<file path="config.mk">
export PLATFORM = sky130hd
export DESIGN_NAME = qlevel_mon
export DESIGN_NICKNAME = d
export VERILOG_FILES = /design/src/rtl/qlevel_mon.sv
export SDC_FILE = /design/constraint.sdc
export NUM_CORES = 1
export LEC_CHECK = 0
export BUFFER_PORTS_ARGS = -buffer_cell sky130_fd_sc_hd__buf_2
export CORE_MARGIN = 5
export CORE_UTILIZATION = 55
export DETAILED_ROUTE_END_ITERATION = 12
export GPL_ROUTABILITY_DRIVEN = 0
export HOLD_SLACK_MARGIN = 0.06
export PLACE_DENSITY = 0.89
export REMOVE_ABC_BUFFERS = 1
export SLEW_MARGIN = 20
export SYNTH_ARGS = -nofsm -noshare
export SYNTH_HDL_FRONTEND = slang
export SYNTH_SLANG_ARGS = --single-unit
</file>
<file path="constraint.sdc">
create_clock -name clk -period 3.28 [get_ports clk]
set_clock_uncertainty 0.2 [all_clocks]
set_input_delay 0.164 -clock clk [delete_from_list [all_inputs] [get_ports clk]]
set_output_delay 0.164 -clock clk [all_outputs]
set_load 0.05 [all_outputs]
</file>
<file path="src/rtl/qlevel_mon.sv">
module qlevel_mon #(
  parameter int TX_SZ_CODE  = 5,
  parameter int RX_SZ_CODE  = 4,
  parameter int IBI_ENTRIES = 16,
  parameter int CR_ENTRIES  = 8,
  parameter int QLW         = 9,
  parameter int DLW         = 11,
  parameter int AW          = 8
) (
  input  logic           clk,
  input  logic           rst_n,
  input  logic           reg_we,
  input  logic [AW-1:0]  reg_addr,
  input  logic [31:0]    reg_wdata,
  output logic [31:0]    reg_rdata,
  input  logic [QLW-1:0] cmd_free_lvl,
  input  logic [QLW-1:0] resp_lvl,
  input  logic [QLW-1:0] ibi_lvl,
  input  logic [DLW-1:0] tx_lvl,
  input  logic [DLW-1:0] rx_lvl,
  output logic           cmd_rdy,
  output logic           resp_rdy,
  output logic           ibi_hit,
  output logic           tx_hit,
  output logic           rx_hit
);

  localparam logic [AW-1:0] A_QTHR = AW'('h10);
  localparam logic [AW-1:0] A_DTHR = AW'('h14);
  localparam logic [AW-1:0] A_SIZE = AW'('h18);
  localparam logic [AW-1:0] A_QLVL = AW'('h38);
  localparam logic [AW-1:0] A_DLVL = AW'('h3C);
  localparam logic [31:0]   TX_CAP = 32'd2 << TX_SZ_CODE;
  localparam logic [31:0]   SIZE_WORD = {8'(TX_SZ_CODE), 8'(RX_SZ_CODE),
                                         8'(IBI_ENTRIES), 8'(CR_ENTRIES)};

  logic [31:0] q_thr;
  logic [2:0]  rx_start, tx_start, rx_code, tx_code;

  always_ff @(posedge clk or negedge rst_n) begin
    if (!rst_n) begin
      q_thr    <= 32'h0101_0101;
      rx_start <= '0;
      tx_start <= '0;
      rx_code  <= '0;
      tx_code  <= '0;
    end else if (reg_we) begin
      if (reg_addr == A_QTHR) q_thr <= reg_wdata;
      if (reg_addr == A_DTHR) begin
        rx_start <= reg_wdata[26:24];
        tx_start <= reg_wdata[18:16];
        rx_code  <= reg_wdata[10:8];
        tx_code  <= reg_wdata[2:0];
      end
    end
  end

  function automatic logic [8:0] eff_thr(input logic [7:0] t);
    return (t == 8'd0) ? 9'd1 : {1'b0, t};
  endfunction

  logic [8:0]  cmd9, resp9, ibi9;
  logic [10:0] tx11, rx11;
  logic [31:0] tx_free, tx_need, rx_need;

  assign cmd9  = 9'(cmd_free_lvl);
  assign resp9 = 9'(resp_lvl);
  assign ibi9  = 9'(ibi_lvl);
  assign tx11  = 11'(tx_lvl);
  assign rx11  = 11'(rx_lvl);

  assign tx_free = (32'(tx_lvl) >= TX_CAP) ? 32'd0 : TX_CAP - 32'(tx_lvl);
  assign tx_need = 32'd1 << tx_code;
  assign rx_need = 32'd1 << rx_code;

  assign cmd_rdy  = cmd9  >= eff_thr(q_thr[7:0]);
  assign resp_rdy = resp9 >= eff_thr(q_thr[15:8]);
  assign ibi_hit  = ibi9  >= eff_thr(q_thr[31:24]);
  assign tx_hit   = tx_free >= tx_need;
  assign rx_hit   = 32'(rx_lvl) >= rx_need;

  always_comb begin
    case (reg_addr)
      A_QTHR:  reg_rdata = q_thr;
      A_DTHR:  reg_rdata = {5'd0, rx_start, 5'd0, tx_start, 5'd0, rx_code, 5'd0, tx_code};
      A_SIZE:  reg_rdata = SIZE_WORD;
      A_QLVL:  reg_rdata = {3'd0, ibi9, 1'b0, resp9, 1'b0, cmd9};
      A_DLVL:  reg_rdata = {5'd0, rx11, 5'd0, tx11};
      default: reg_rdata = 32'd0;
    endcase
  end

  a_r8_empty_cmd: assert property (@(posedge clk) disable iff (!rst_n)
    (cmd_free_lvl == '0) |-> !cmd_rdy);
  a_r8_empty_resp: assert property (@(posedge clk) disable iff (!rst_n)
    (resp_lvl == '0) |-> !resp_rdy);
  a_r9_rx_empty: assert property (@(posedge clk) disable iff (!rst_n)
    (rx_lvl == '0) |-> !rx_hit);
  a_r10_tx_full: assert property (@(posedge clk) disable iff (!rst_n)
    (32'(tx_lvl) >= TX_CAP) |-> !tx_hit);
  a_r11_qthr_lands: assert property (@(posedge clk) disable iff (!rst_n)
    (reg_we && reg_addr == A_QTHR) |=> (q_thr == $past(reg_wdata)));
  a_r12_unmapped_write: assert property (@(posedge clk) disable iff (!rst_n)
    (reg_we && reg_addr != A_QTHR && reg_addr != A_DTHR) |=>
      ($stable(q_thr) && $stable(rx_code) && $stable(tx_code)
       && $stable(rx_start) && $stable(tx_start)));

endmodule

</file>
==> qor.txt <==
critical setup path kind: flop to output pin
Worst-path clk slew: 0.09 ns
DRC viols: 0
TritonCTS Sinks: 44
share of cells above drive strength 1: 0.372
synth-to-layout area growth: 31.9%
EDFF count, synth: 0
final wirelength: 11400 microns
final setup fails: 0
power per standard cell area: 287 nW/um^2
Slowest cell on crit path: or3b_2
PostCTS Resize Cnt: 0
Top Ports: 129
unrepaired setup endpoints after global routing: false
Max Slew Vio Count: 0
Max H-tree Level: 2
Buf/Inv on CP: 1
relative slew slack: 0.326
Final Critical Period: 2.88 ns
Post-DP HPWL: 8530 microns
CTS tree: done
Worst-Margin Slew: 1.01 ns
final hold vios: 0
die width: 90.5 microns
WL/cell: 18.7 microns
CTS Buffer Depth: 2
worst reg2reg path startpoint: rx_code[1]$_DFFE_PN0P_
Critical Path End Type: output pin
status: finished, final reports clean
Ys Warns: 0
initial antenna violation count: 0
Mean Syn Cell Area: 9.60 sq um
Mapped Cells: 371
worst r2r dst: rx_code[1]$_DFFE_PN0P_
Die Span Y: 90.5 microns
Yosys reg bits: 44
Main synth FF type: dfrtp_1
asr flop ratio synth: 1.00
largest net degree at the start of global routing: 45
antenna diode count: 0
fin crit share: 0.879
CTS Buf Count: 5
vias in the first global route: 3898
Root Driver: clkbuf_8
Fin Hold WS: 0.280 ns
layout net count: 662
crit path max fanout: 10
total gr overflow: 0
Initial Util: 0.564
WP data arrival: 2.52 ns
Worst-Skew Late Latency: 0.29 ns
setup_tns: 0 ns
Core Region: 6310 sq um
setup repair bufs after CTS: 0
crit-path cells: or3b_2 -> ha_1 -> a21o_1 -> a31oi_1 -> o21ai_0 -> o41a_1 -> buf_2
CP startpoint kind: flop
Top Family by Delay on Critical Path: compound AO/OA/AOI/OAI gates
register area share after synthesis: 0.311
Synth top area share: 0.281
Tot GR Track Use: 0.273
std cell rows: 29
Via Count: 3694
die area: 8190 sq um
cell taking the most area after synthesis: dfrtp_1
reg2reg setup slack: 2.17 ns
Max VDD drop: 295 uV
Worst path max stage delay: 0.50 ns
min-delay worst type: input pin to flop
Post-Syn Area: 3560 sq um
R2R cell count: 1
Starting DRT DRC Count: 294
leakage: 2.35 nW
drt first pass iters: 5
first-pass GRT wire length: 18500 microns
fmax: 347 MHz
MaxCap Viol Count: 0
number of port buffers: 128
vias per inst: 6.09
hold depth: 4
antenna-violating nets left: 0
Worst Hold End: rx_code[2]$_DFFE_PN0P_
Synth cell types: 47
worst endpoint required time: 2.92 ns
hold path startpoint: reg_we
Synth area leaders: dfrtp_1, ha_1, mux2_2, a22oi_1, nand2_1
-- cell type report --
cell class                 count  area, sq um
clock buffer                   6         72.6
sequential                    44         1110
tap                           77         96.3
multi-input combinational    279         2240
timing repair buffer         170         1040
clock inverter                 2         35.0
inverter                      29          109
fill                         436         1620
-- placed cells by master (no fill, tap or decap), drive strengths merged, types with 15 or more instances in the layout --
cell         synthesis  layout
nand2               34      34
nor2                15      15
buf                  7     137
ha                  41      41
mux2                44      44
o21ai               21      21
inv                 29      29
dfrtp               40      40
a22oi               23      23
dlygate4sd3          0      33
-- logic make-up after synthesis --
| family | share of synthesized area |
|---|---|
| buf+inv | 0.0618 |
| mux | 0.150 |
| other cells | 0.00105 |
| xor+xnor | 0.00984 |
| compound gates | 0.171 |
| fa+ha+maj | 0.144 |
| simple gates | 0.151 |
| flops | 0.311 |
-- state kept, by name, summed over array words and instances, names as in the netlist --
register	count
q_thr	32
tx_start	3
tx_code	3
rx_start	3
rx_code	3
-- synth_stat cells, types with 8 or more instances --
cell and instances:
ha_1 41, mux2_2 41, dfrtp_1 40, nand2_1 34, inv_1 29, a22oi_1 23, o21ai_0 21, nor2_1 15
clkbuf_1 12, a22o_1 10, nand3_1 9, nor3_1 8
-- worst min-delay path, stage by stage --
cell and delay [ns]:
buf_2 0.10, nand2_1 0.17, nor4_4 0.09, mux2_2 0.22
-- per-layer routing --
metal	part of all wire	GRT usage
met1	0.38	0.321
met2	0.49	0.470
met3	0.097	0.0642
met4	0.035	0.117
met5	0	0
-- worst max-delay path by stage --
stage	slack, ns	cells past startpoint	from	endpoint
final	0.40	7	tx_code[2]$_DFFE_PN0P_	tx_hit
after global routing	0.32	7	tx_code[1]$_DFFE_PN0P_	tx_hit
after detailed placement	0.66	6	reg_addr[6]	tx_code[2]$_DFFE_PN0P_
after CTS	0.39	7	tx_code[2]$_DFFE_PN0P_	tx_hit
after global placement	0.74	7	reg_addr[6]	reg_rdata[6]
after floorplan	0.32	4	reg_addr[6]	q_thr[10]$_DFFE_PN0P_
-- timing repair --
| action | in CTS | in global routing |
|---|---|---|
| endpoints found under the hold margin | 84 | 0 |
| setup endpoints to repair | 0 | 0 |
| hold buffers | 33 | 0 |
-- power by group --
| group | switching [W] | internal [W] |
|---|---|---|
| clock | 0.000190 | 0.000226 |
| sequential | 0.0000276 | 0.000570 |
| combinational | 0.000171 | 0.000166 |
| total | 0.000388 | 0.000962 |
-- per-stage QoR --
stage	power [W]	instances	setup slack (ns)	util	cell area, sq um
floorplan	0.000767	352	0.321	-	3450
global placement	0.000886	566	0.742	0.675	4260
detailed placement	0.000906	566	0.655	0.675	4260
CTS	0.00135	607	0.390	0.744	4700
global route	0.00142	607	0.321	0.744	4700
finish	0.00135	607	0.398	0.744	4700
No activity file was read; power rests on OpenSTA's default activity.
